## src/rtl/usb_stat_pkg.sv

```systemverilog
// Package: shared status record type and its register encoding.
// Assumes the endpoint field is four bits wide.
package usb_stat_pkg;
    localparam int ENDP_W = 4;

    typedef struct packed {
        logic [ENDP_W-1:0] endp;
        logic              dir_in;
        logic              odd;
    } stat_rec_t;

    localparam int REC_W = $bits(stat_rec_t);

    // Encode a record into the status window byte layout
    function automatic logic [7:0] pack_status(input stat_rec_t r);
        return {r.endp, r.dir_in, r.odd, 2'b00};
    endfunction
endpackage

```

## src/rtl/stat_queue.sv

```systemverilog
// Module: circular queue of status records with head output.
// Assumes push is already qualified (never asserted when full without pop).
module stat_queue
    import usb_stat_pkg::*;
#(
    parameter int DEPTH = 4,
    localparam int PTR_W = (DEPTH > 1) ? $clog2(DEPTH) : 1,
    localparam int CNT_W = $clog2(DEPTH + 1)
) (
    input  logic             clk,
    input  logic             rst_n,
    input  logic             push,
    input  stat_rec_t        push_rec,
    input  logic             pop,
    output stat_rec_t        head,
    output logic [CNT_W-1:0] count,
    output logic             full
);
    stat_rec_t        slots [DEPTH];
    logic [PTR_W-1:0] wr_ptr, rd_ptr;

    // Advance a pointer with wrap at DEPTH
    function automatic logic [PTR_W-1:0] nxt(input logic [PTR_W-1:0] p);
        return (p == PTR_W'(DEPTH - 1)) ? '0 : p + 1'b1;
    endfunction

    // One storage register per slot, loaded on a push aimed at it
    for (genvar g = 0; g < DEPTH; g++) begin : g_slot
        always_ff @(posedge clk) begin
            if (!rst_n)
                slots[g] <= '0;
            else if (push && wr_ptr == PTR_W'(g))
                slots[g] <= push_rec;
        end
    end

    // Pointer and occupancy bookkeeping
    always_ff @(posedge clk) begin
        if (!rst_n) begin
            wr_ptr <= '0;
            rd_ptr <= '0;
            count  <= '0;
        end else begin
            if (push) wr_ptr <= nxt(wr_ptr);
            if (pop)  rd_ptr <= nxt(rd_ptr);
            if (push && !pop)      count <= count + 1'b1;
            else if (pop && !push) count <= count - 1'b1;
        end
    end

    // Head and full indications
    always_comb begin
        head = slots[rd_ptr];
        full = (count == CNT_W'(DEPTH));
    end
endmodule

```

## src/rtl/tokdone_ctrl.sv

```systemverilog
// Module: token-done flag and sticky overflow control.
// Assumes clr_tok and clr_ovf are already decoded write-1 strobes.
module tokdone_ctrl #(
    parameter int DEPTH = 4,
    localparam int CNT_W = $clog2(DEPTH + 1)
) (
    input  logic             clk,
    input  logic             rst_n,
    input  logic             push_req,
    input  logic             clr_tok,
    input  logic             clr_ovf,
    input  logic [CNT_W-1:0] count,
    input  logic             full,
    output logic             push_ok,
    output logic             pop,
    output logic             flag,
    output logic             ovf
);
    logic drop;

    // Retire and acceptance decisions for this cycle
    always_comb begin
        pop     = clr_tok && flag;
        push_ok = push_req && (!full || pop);
        drop    = push_req && !push_ok;
    end

    // Flag: held until retired, re-raised when a record is waiting
    always_ff @(posedge clk) begin
        if (!rst_n)
            flag <= 1'b0;
        else if (flag)
            flag <= !pop;
        else
            flag <= (count != '0) || push_req;
    end

    // Sticky overflow; a drop wins over a same-cycle clear
    always_ff @(posedge clk) begin
        if (!rst_n)
            ovf <= 1'b0;
        else if (drop)
            ovf <= 1'b1;
        else if (clr_ovf)
            ovf <= 1'b0;
    end
endmodule

```

## src/rtl/stat_regs.sv

```systemverilog
// Module: register read mux and write-1-to-clear decode.
// Assumes address 0 is interrupt status and address 1 the status window.
module stat_regs
    import usb_stat_pkg::*;
(
    input  logic       reg_addr,
    input  logic       reg_wr,
    input  logic [7:0] reg_wdata,
    input  logic       flag,
    input  logic       ovf,
    input  stat_rec_t  head,
    output logic [7:0] status_byte,
    output logic [7:0] reg_rdata,
    output logic       clr_tok,
    output logic       clr_ovf
);
    // Window is blank unless the flag marks the head valid
    always_comb begin
        status_byte = flag ? pack_status(head) : 8'h00;
        reg_rdata   = reg_addr ? status_byte : {6'b0, ovf, flag};
    end

    // Write-1-to-clear strobes, only at the interrupt status address
    always_comb begin
        clr_tok = reg_wr && !reg_addr && reg_wdata[0];
        clr_ovf = reg_wr && !reg_addr && reg_wdata[1];
    end
endmodule

```

## src/rtl/usb_stat_fifo.sv

```systemverilog
// Module: top of the transaction status queue.
// Assumes one push per cycle at most and a combinational register read.
module usb_stat_fifo
    import usb_stat_pkg::*;
#(
    parameter int DEPTH = 4,
    localparam int CNT_W = $clog2(DEPTH + 1)
) (
    input  logic       clk,
    input  logic       rst_n,
    input  logic       push_valid,
    input  logic [3:0] push_endp,
    input  logic       push_in,
    input  logic       push_odd,
    input  logic       reg_addr,
    input  logic       reg_wr,
    input  logic [7:0] reg_wdata,
    output logic [7:0] reg_rdata,
    output logic       tok_done
);
    stat_rec_t        in_rec, head;
    logic [CNT_W-1:0] count;
    logic             full, push_ok, pop, flag, ovf, clr_tok, clr_ovf;
    logic [7:0]       status_byte;

    // Assemble the incoming record
    always_comb in_rec = '{endp: push_endp, dir_in: push_in, odd: push_odd};

    stat_queue #(.DEPTH(DEPTH)) u_queue (
        .clk(clk), .rst_n(rst_n), .push(push_ok), .push_rec(in_rec),
        .pop(pop), .head(head), .count(count), .full(full)
    );

    tokdone_ctrl #(.DEPTH(DEPTH)) u_ctrl (
        .clk(clk), .rst_n(rst_n), .push_req(push_valid), .clr_tok(clr_tok),
        .clr_ovf(clr_ovf), .count(count), .full(full), .push_ok(push_ok),
        .pop(pop), .flag(flag), .ovf(ovf)
    );

    stat_regs u_regs (
        .reg_addr(reg_addr), .reg_wr(reg_wr), .reg_wdata(reg_wdata),
        .flag(flag), .ovf(ovf), .head(head), .status_byte(status_byte),
        .reg_rdata(reg_rdata), .clr_tok(clr_tok), .clr_ovf(clr_ovf)
    );

    // Flag doubles as the interrupt request
    always_comb tok_done = flag;
endmodule

```

## config.mk

```make
export PLATFORM = sky130hd
export DESIGN_NAME = usb_stat_fifo
export DESIGN_NICKNAME = d
export VERILOG_FILES = /design/src/rtl/usb_stat_pkg.sv /design/src/rtl/stat_queue.sv /design/src/rtl/tokdone_ctrl.sv /design/src/rtl/stat_regs.sv /design/src/rtl/usb_stat_fifo.sv
export SDC_FILE = /design/constraint.sdc
export NUM_CORES = 1
export LEC_CHECK = 0
export BUFFER_PORTS_ARGS = -buffer_cell sky130_fd_sc_hd__buf_2
export CAP_MARGIN = 20
export CELL_PAD_IN_SITES_DETAIL_PLACEMENT = 1
export CELL_PAD_IN_SITES_GLOBAL_PLACEMENT = 1
export CORE_MARGIN = 8
export CORE_UTILIZATION = 44
export CTS_CLUSTER_DIAMETER = 30
export DETAILED_ROUTE_END_ITERATION = 16
export PLACE_DENSITY = 0.79
export SYNTH_ARGS = -nofsm -noshare
export SYNTH_HDL_FRONTEND = slang
export SYNTH_SLANG_ARGS = --single-unit
```

## constraint.sdc

```tcl
create_clock -name clk -period 3.8 [get_ports clk]
set_clock_uncertainty 0.15 [all_clocks]
set_input_delay 0.95 -clock clk [delete_from_list [all_inputs] [get_ports clk]]
set_output_delay 0.95 -clock clk [all_outputs]
set_load 0.1 [all_outputs]
```

==> qor.csv, run 1 <==
metric,value,unit
status,finished clean,
synth-async-reset-ratio,0,
grt_pass1_vias,1230,
ys_top_cells_by_area,"edfxtp_1 (44%), dfxtp_1 (13%), mux4_2 (8.2%), nor2_1 (5.0%), ha_1 (4.6%)",
powerDensity,575,nW/µm²
synth-compound-area-share,0.0630,
die_height,77.2,µm
pin_count,28,
cp.arrival,1.94,ns
syn_nets,160,
ir_drop,0.291,mV
synth_top_area_frac,0.437,
avgSynthCellArea,12.3,µm²
vias_per_cell,5.43,
syn_inst,134,
area_growth,17.3,%
synth_area_leader_cell,edfxtp_1,
crit_slowest_cell,dfxtp_1,
clk_path_buf_depth,2,
synth.distinct_cells,31,
die_width,77.2,µm
diodes,0,
ff2ff_setup_slack,1.15,ns
max_freq,329,MHz
worstHoldPathCells,2,
start_util,0.454,
rows,22,
grt.total_usage,0.141,
grt_setup_unrepaired,false,
portBuffers,21,
worst_r2r_path_depth,9,
core-area,3630,µm²
seq_area_frac_synth,0.571,
grt.overflow.total,0,
synth_enable_flop_cells,24,
drc,0,
cts_root_buf,clkbuf_8,
slew_viol_final,0,
worst_hold_startpoint,u_queue.rd_ptr[0]$_SDFFE_PN0N_,
wl_per_cell,19.0,µm
start_kind,register,
synth-xor-area-share,0.0106,
syn_area,1650,µm²
hold_path_class,reg2reg,
critical-path-max-stage-delay,0.57,ns
dieArea,5960,µm²
cts-resized-gates,0,
antenna_left,0,
cts_buffers,5,
synthTopCellsByCount,"edfxtp_1 (24), nor2_1 (22), nand2_1 (16)",
power.leakage,0.798,nW
tightest_slew,0.491,ns
synthSimpleGateAreaFrac,0.175,
synth_most_common_cell,edfxtp_1,
drv_cap,0,
hold_buffers,0,
hold_violations,0,
slew_headroom,0.675,
fin_cells,208,
setup-tns-final,0,ns
post_cts_buffers,0,
path_cells,mux4_2 > and3_1 > buf_2,
fin_crit_sh,0.800,
pre_cts_ws,0.576,ns
reg2reg_to,u_queue.count[2]$_SDFFE_PN0P_,
wirelength,3.95,mm
grt_pass1_wl,6.42,mm
r2r-start,u_ctrl.flag$_SDFF_PN0_,
num_vias,1129,
required,2.70,ns
synth_ff_type,edfxtp_1,
nNetsFinal,185,
synthMuxAreaShare,0.100,
drtPass1Iterations,4,
synth_top_family_by_area,simple AND/OR/NAND/NOR gates,
cts_tree,built,
end_kind,output pin,
numClockSinks,35,
yosys_warnings,0,
dp_hpwl,2.80,mm
worst_slack,0.762,ns
path_max_fanout,6,
crit_type,reg2out,
clock_latency,0.29,ns
cts.reportedPaths.clkPinSlew,0.08,ns
grt_max_degree,16,
nFillCells,403,
routabilityCongestion,0.752,
setup_violations,0,
synth-adder-area-share,0.0577,
htreeDepth,2,
final.min_clock_period,3.04,ns
ys_ff_latch,35,
drive_above_1_share,0.250,
antenna_found_initial,0,
drt_iter0_drc,123,
dp_cells,200,
[how the worst max path moves through the flow]
| stage | from | to | slack, ns |
|---|---|---|---|
| floorplan | u_ctrl.flag$_SDFF_PN0_ | reg_rdata[0] | 0.24 |
| global placement | reg_addr | u_queue.count[2]$_SDFFE_PN0P_ | 0.66 |
| detailed placement | reg_addr | u_queue.count[2]$_SDFFE_PN0P_ | 0.58 |
| CTS | register | reg_rdata[3] | 0.73 |
| global route | register | reg_rdata[3] | 0.67 |
| finish | register | reg_rdata[3] | 0.76 |
[stage by stage]
stage	utilization	instance area [µm²]	power (mW)	hold WS (ns)
6_report	0.532	1930	1.11	0.355
2_1_floorplan	-	1650	0.654	0.296
4_1_cts	0.532	1930	1.12	0.363
3_5_place_dp	0.496	1800	0.715	0.340
5_1_grt	0.532	1930	1.15	0.381
3_3_place_gp	0.496	1800	0.698	0.315
[final cells by class]
cell class | instances | area (µm²) | share of cell area
inverter | 5 | 18.8 | 0.00970
clock buffer | 6 | 72.6 | 0.0375
tap | 48 | 60.1 | 0.0310
clock inverter | 2 | 60.1 | 0.0310
timing repair buffer | 22 | 113 | 0.0582
multi-input combinational | 90 | 669 | 0.346
sequential | 35 | 941 | 0.486
[flip-flops by register name (all words and copies together) (netlist names), named ones only]
register / count
u_queue.count: 3
u_ctrl.ovf: 1
u_queue.rd_ptr: 2
u_queue.slots: 24
u_queue.wr_ptr: 2
u_ctrl.flag: 1
[placed cells by master (no fill, tap or decap), drive strengths merged, types with 3 or more instances in the layout]
master,n
edfxtp,24
nor2,22
buf,22
nand2,16
dfxtp,11
mux4,6
and3,6
and2,6
ha,6
clkbuf,6
inv,5
o211ai,4
a21oi,3
or3,3
mux2i,3
[worst max-delay path: cells and delay by family (launching register included)]
kind / cells / cell delay, ns
buffers and inverters: 1 / 0.29
DFF: 1 / 0.57
muxes: 1 / 0.56
and+or+nand+nor: 1 / 0.21
[metal layers]
metal  part of all wire  vias up  GRT usage  wire [µm]
met1               0.43      561      0.153       1690
li1                   -      535          -          -
met4              0.017        0     0.0566         69
met2               0.51       27      0.244       2000
met3              0.046        6     0.0513        181
met5                  0        -          0          0
[report_power, final]
| part | internal, mW | leakage, nW | switching (mW) | total [mW] |
|---|---|---|---|---|
| Clock | 0.262 | 0.0654 | 0.142 | 0.405 |
| Combinational | 0.0724 | 0.391 | 0.147 | 0.219 |
| Sequential | 0.454 | 0.342 | 0.0345 | 0.488 |
| Total | 0.789 | 0.798 | 0.324 | 1.11 |
[logic make-up (layout without fill, tap and decap cells)]
| group | after synthesis | count (layout) |
|---|---|---|
| compound gates | 12 | 12 |
| mux | 9 | 9 |
| buf+inv | 9 | 35 |
| fa+ha+maj | 7 | 7 |
| xor+xnor | 2 | 2 |
| simple gates | 60 | 60 |
| flops | 35 | 35 |
(Power assumes the default switching activity.)
==> run 2: changes to the inputs <==
ABC_AREA = 1   (was default)
CORE_UTILIZATION = 39   (was 44)
PLACE_DENSITY = 0.76   (was 0.79)
clock period = 2.5 ns   (was 3.8 ns; I/O delays follow)
==> qor.csv, run 2 <==
metric,value,unit
status,finished clean,
grt_pass1_wl,6.58,mm
grt_setup_unrepaired,false,
start_util,0.408,
area_growth,22.2,%
antenna_left,0,
final_cell_mix,"nor2_1 (48), edfxtp_1 (24), nand2_1 (16), inv_1 (16), buf_2 (15)",
p_seq_frac,0.489,
clock_latency,0.28,ns
fin_crit_sh,0.915,
numClockSinks,35,
drtPass1Iterations,4,
synth-xor-area-share,0,
rows,24,
slew_viol_final,0,
max_freq,437,MHz
crit_type,in2out,
largest_register,u_queue.slots,
num_vias,1317,
tightest_slew,0.504,ns
synth_area_leader_cell,edfxtp_1,
drt_iter0_drc,27,
ys_ff_latch,35,
vias_per_cell,4.93,
hold_path_class,reg2reg,
dieArea,7050,µm²
syn_nets,211,
cts.reportedPaths.clkPinSlew,0.07,ns
ir_drop,0.232,mV
r2r-start,u_queue.count[0]$_SDFFE_PN0P_,
clk_path_buf_depth,2,
worst_hold_startpoint,u_queue.count[1]$_SDFFE_PN0P_,
core-area,4410,µm²
synth_ff_type,edfxtp_1,
syn_area,1800,µm²
synth_enable_flop_cells,24,
grt.total_usage,0.118,
dpl_cell_area,2120,µm²
pin_count,28,
synth-compound-area-share,0.0972,
drv_cap,0,
crit_slowest_cell,a21oi_2,
p_total,1.43,mW
die_width,84.0,µm
hold_buffers,0,
required,1.73,ns
largestRegisters,"u_queue.slots (24), u_queue.count (3)",
wl_per_cell,14.7,µm
setup_violations,0,
cts_root_buf,clkbuf_8,
cts-resized-gates,0,
avgSynthCellArea,9.74,µm²
grt.overflow.total,0,
p_comb_frac,0.244,
post_cts_buffers,0,
nNetsFinal,240,
synth_top_area_frac,0.400,
cts_buffers,5,
worstHoldEndpoint,u_queue.count[1]$_SDFFE_PN0P_,
reg2reg_to,u_queue.count[2]$_SDFFE_PN0P_,
worst_r2r_path_depth,13,
synthTopCellsByCount,"nor2_1 (49), edfxtp_1 (24), inv_1 (17)",
p_sw_frac,0.316,
cts_tree,built,
antenna_found_initial,0,
drc,0,
die_height,84.0,µm
grt_max_degree,16,
synth-async-reset-ratio,0,
dp_hpwl,3.02,mm
hold_violations,0,
synth.distinct_cells,26,
clock_power_share,0.268,
switchingPower,0.452,mW
powerDensity,649,nW/µm²
synth_top_family_by_area,simple AND/OR/NAND/NOR gates,
synth_most_common_cell,nor2_1,
cp.arrival,1.51,ns
wirelength,3.91,mm
routabilityCongestion,0.792,
syn_inst,185,
largest_reg_flops,24,
path_max_fanout,6,
grt_pass1_vias,1369,
portBuffers,21,
final.min_clock_period,2.29,ns
htreeDepth,2,
final_design_area_no_fill,2200,µm²
critical-path-max-stage-delay,0.28,ns
power.leakage,0.893,nW
ys_top_cells_by_area,"edfxtp_1 (40%), dfxtp_1 (12%), nor2_1 (10%), nand4_4 (4.7%), ha_1 (4.2%)",
synth-adder-area-share,0.0528,
seq_area_frac_synth,0.522,
start_kind,input port,
path_cells,buf_2 > nand2_1 > a21oi_2 > buf_12,
internal_power,0.976,mW
slew_headroom,0.666,
diodes,0,
drive_above_1_share,0.344,
end_kind,output pin,
ff2ff_setup_slack,0.47,ns
yosys_warnings,0,
synthMuxAreaShare,0,
synthSimpleGateAreaFrac,0.265,
worst_slack,0.211,ns
fin_util,0.499,
final_common_cell,nor2_1,
pre_cts_ws,0.147,ns
worstHoldPathCells,2,
run 2: cell count changes in the layout (fill, tap and decap cells not counted), moves of 4 or more:
cell / delta
and3_1: -6
o21ai_2: +5
buf_12: +6
nor2_2: +9
nand4_4: +4
and2_1: -6
inv_1: +12
mux4_2: -6
o21ai_0: +12
a21oi_2: +9
nor2_1: +26
buf_2: -6
inv_2: +4
buf_4: +4
run 2: worst max-delay path by stage:
stage                                 from                             to  slack [ns]
detailed placement                reg_addr  u_queue.count[2]$_SDFFE_PN0P_        0.15
finish                            reg_addr                   reg_rdata[2]        0.21
global placement                  reg_addr  u_queue.count[2]$_SDFFE_PN0P_        0.18
global route                      register                   reg_rdata[7]        0.11
floorplan           u_ctrl.flag$_SDFF_PN0_  u_queue.count[2]$_SDFFE_PN0P_       -0.20
CTS                               register                   reg_rdata[2]        0.22
run 2: cell families after synthesis:
family                     count (synthesis)
adders and majority gates                  7
buffers and inverters                     26
and+or+nand+nor                           88
DFF                                       35
AOI/OAI and AO/OA                         29
run 2: final cells by class:
class | count | area, µm²
Clock inverter | 2 | 8.76
Timing Repair Buffer | 26 | 233
Clock buffer | 6 | 72.6
Tap cell | 52 | 65.1
Inverter | 22 | 85.1
Sequential cell | 35 | 945
Multi-Input combinational cell | 124 | 793
Fill cell | 521 | 2210
run 2: routing by layer:
metal  share of wire  wire (µm)  vias to the layer above  track usage
met4           0.028        110                        0       0.0549
met5               0          0                        -            0
met1            0.39       1510                      630        0.115
met3           0.030        116                        9       0.0361
li1                -          -                      660            -
met2            0.56       2180                       18        0.221
run 2: worst max-delay path: cells and delay by family:
kind,cells,cell delay [ns]
buf+inv,2,0.34
simple gates,1,0.26
compound gates,1,0.28
run 2: stage by stage:
step / setup TNS (ns) / instances / hold slack, ns
after floorplan: -0.345 / 185 / 0.299
after global placement: 0 / 259 / 0.327
after detailed placement: 0 / 259 / 0.341
after CTS: 0 / 267 / 0.350
after global routing: 0 / 267 / 0.370
final: 0 / 267 / 0.345
run 2: power groups by stage:
stage          clock network (mW)  registers (mW)  logic, mW
6_report                    0.382           0.698      0.348
5_1_grt                     0.416           0.704      0.379
3_3_place_gp                    0           0.709      0.344
4_1_cts                     0.394           0.698      0.355
2_1_floorplan                   0           0.719      0.251
3_5_place_dp                    0           0.710      0.353
==> run 3: changes to the inputs <==
CORE_UTILIZATION = 46   (was 39)
PLACE_DENSITY = 0.84   (was 0.76)
clock period = 2.9 ns   (was 2.5 ns; I/O delays follow)
==> qor.csv, run 3 (synthesized netlist as in run 2, its figures left out) <==
metric,value,unit
dp_hpwl,3.11,mm
r2r-start,u_queue.count[0]$_SDFFE_PN0P_,
htreeDepth,2,
setup_violations,0,
dpl_cell_area,1980,µm²
crit_type,reg2out,
nNetsFinal,235,
numClockSinks,35,
worstHoldEndpoint,u_queue.count[1]$_SDFFE_PN0P_,
start_kind,register,
hold_path_class,reg2reg,
setup-tns-final,0,ns
cts_root_buf,clkbuf_8,
wl_per_cell,15.7,µm
crit_slowest_cell,dfxtp_1,
area_growth,14.4,%
drv_cap,0,
path_cells,inv_1 > nor2_1 > o21ai_0 > a21oi_2 > buf_2,
grt_setup_unrepaired,false,
tightest_slew,0.491,ns
regArea,946,µm²
core-area,3720,µm²
portBuffers,21,
drt_iter0_drc,64,
multi_input_area,771,µm²
largestRegisters,"u_queue.slots (24), u_queue.count (3)",
num_vias,1323,
die_width,78.6,µm
nFillCells,436,
antenna_left,0,
largest_register,u_queue.slots,
grt.overflow.total,0,
fin_crit_sh,0.922,
dieArea,6180,µm²
cts_buffers,5,
antenna_found_initial,0,
start_util,0.485,
slew_viol_final,0,
pin_count,28,
vias_per_cell,5.13,
path_max_fanout,7,
grt.total_usage,0.142,
drive_above_1_share,0.305,
cp.arrival,1.80,ns
status,finished clean,
powerDensity,581,nW/µm²
grt_pass1_wl,6.74,mm
rows,22,
hold_buffers,0,
slew_headroom,0.675,
drc,0,
max_freq,374,MHz
cts_tree,built,
worstHoldPathCells,2,
routabilityCongestion,0.780,
clk_path_buf_depth,2,
drtPass1Iterations,4,
wirelength,4.05,mm
post_cts_buffers,0,
worst_r2r_path_depth,13,
cts.reportedPaths.clkPinSlew,0.07,ns
final_common_cell,nor2_1,
grt_pass1_vias,1422,
final_design_area_no_fill,2060,µm²
diodes,0,
reg2reg_to,u_queue.count[2]$_SDFFE_PN0P_,
power.leakage,0.852,nW
ir_drop,0.263,mV
clock_latency,0.28,ns
final.min_clock_period,2.67,ns
required,2.03,ns
final_cell_mix,"nor2_1 (49), edfxtp_1 (24), buf_2 (20), inv_1 (17), nand2_1 (16)",
critical-path-max-stage-delay,0.47,ns
worst_hold_startpoint,u_queue.count[1]$_SDFFE_PN0P_,
die_height,78.6,µm
grt_max_degree,16,
end_kind,output pin,
ff2ff_setup_slack,0.68,ns
hold_violations,0,
largest_reg_flops,24,
## run 3: repair_timing
action                                 in CTS  in global routing
endpoints found under the hold margin       0                  0
resized for setup                           0                  1
setup endpoints to repair                   0                  1
## run 3: routing by layer
metal | global-route usage | wire, µm | vias up | part of all wire
met5 | 0 | 0 | - | 0
met4 | 0.0556 | 76 | 0 | 0.019
met3 | 0.0421 | 153 | 7 | 0.038
met2 | 0.277 | 2340 | 24 | 0.58
met1 | 0.133 | 1480 | 642 | 0.36
li1 | - | - | 650 | -
## run 3: how the worst max path moves through the flow
stage | endpoint | slack (ns) | cells after the start
finish | reg_rdata[4] | 0.23 | 5
CTS | reg_rdata[6] | 0.09 | 4
global route | reg_rdata[6] | 0.12 | 5
global placement | reg_rdata[6] | 0.28 | 4
detailed placement | u_queue.count[2]$_SDFFE_PN0P_ | 0.22 | 13
floorplan | u_queue.count[2]$_SDFFE_PN0P_ | 0.01 | 12
## run 3: final cells by class
type,instances,share of cell area
flip-flops and latches,35,0.459
well taps,48,0.0291
inverters,22,0.0413
multi-input cells,124,0.374
repair buffers,21,0.0583
clock buffers,6,0.0352
clock inverters,2,0.00364
## run 3: metrics by stage
stage / util / std cells / setup slack [ns] / hold WS, ns / power [mW]
after floorplan: - / 185 / 0.0121 / 0.299 / 0.827
after global placement: 0.533 / 250 / 0.278 / 0.323 / 0.872
after detailed placement: 0.533 / 250 / 0.223 / 0.338 / 0.890
after CTS: 0.555 / 258 / 0.0942 / 0.347 / 1.21
after global routing: 0.555 / 258 / 0.122 / 0.365 / 1.26
final: 0.555 / 258 / 0.227 / 0.347 / 1.20
## run 3: critical path, delay by kind of cell (launching register included)
family / cells / cell delay, ns
buffers and inverters: 2 / 0.63
AND/OR/NAND/NOR: 1 / 0.14
AO/OA/AOI/OAI: 2 / 0.27
flip-flops: 1 / 0.47
## run 3: power by group
| part | total, mW | switching [mW] | internal [mW] |
|---|---|---|---|
| combinational | 0.272 | 0.197 | 0.0749 |
| sequential | 0.605 | 0.0254 | 0.579 |
| clock | 0.322 | 0.159 | 0.163 |
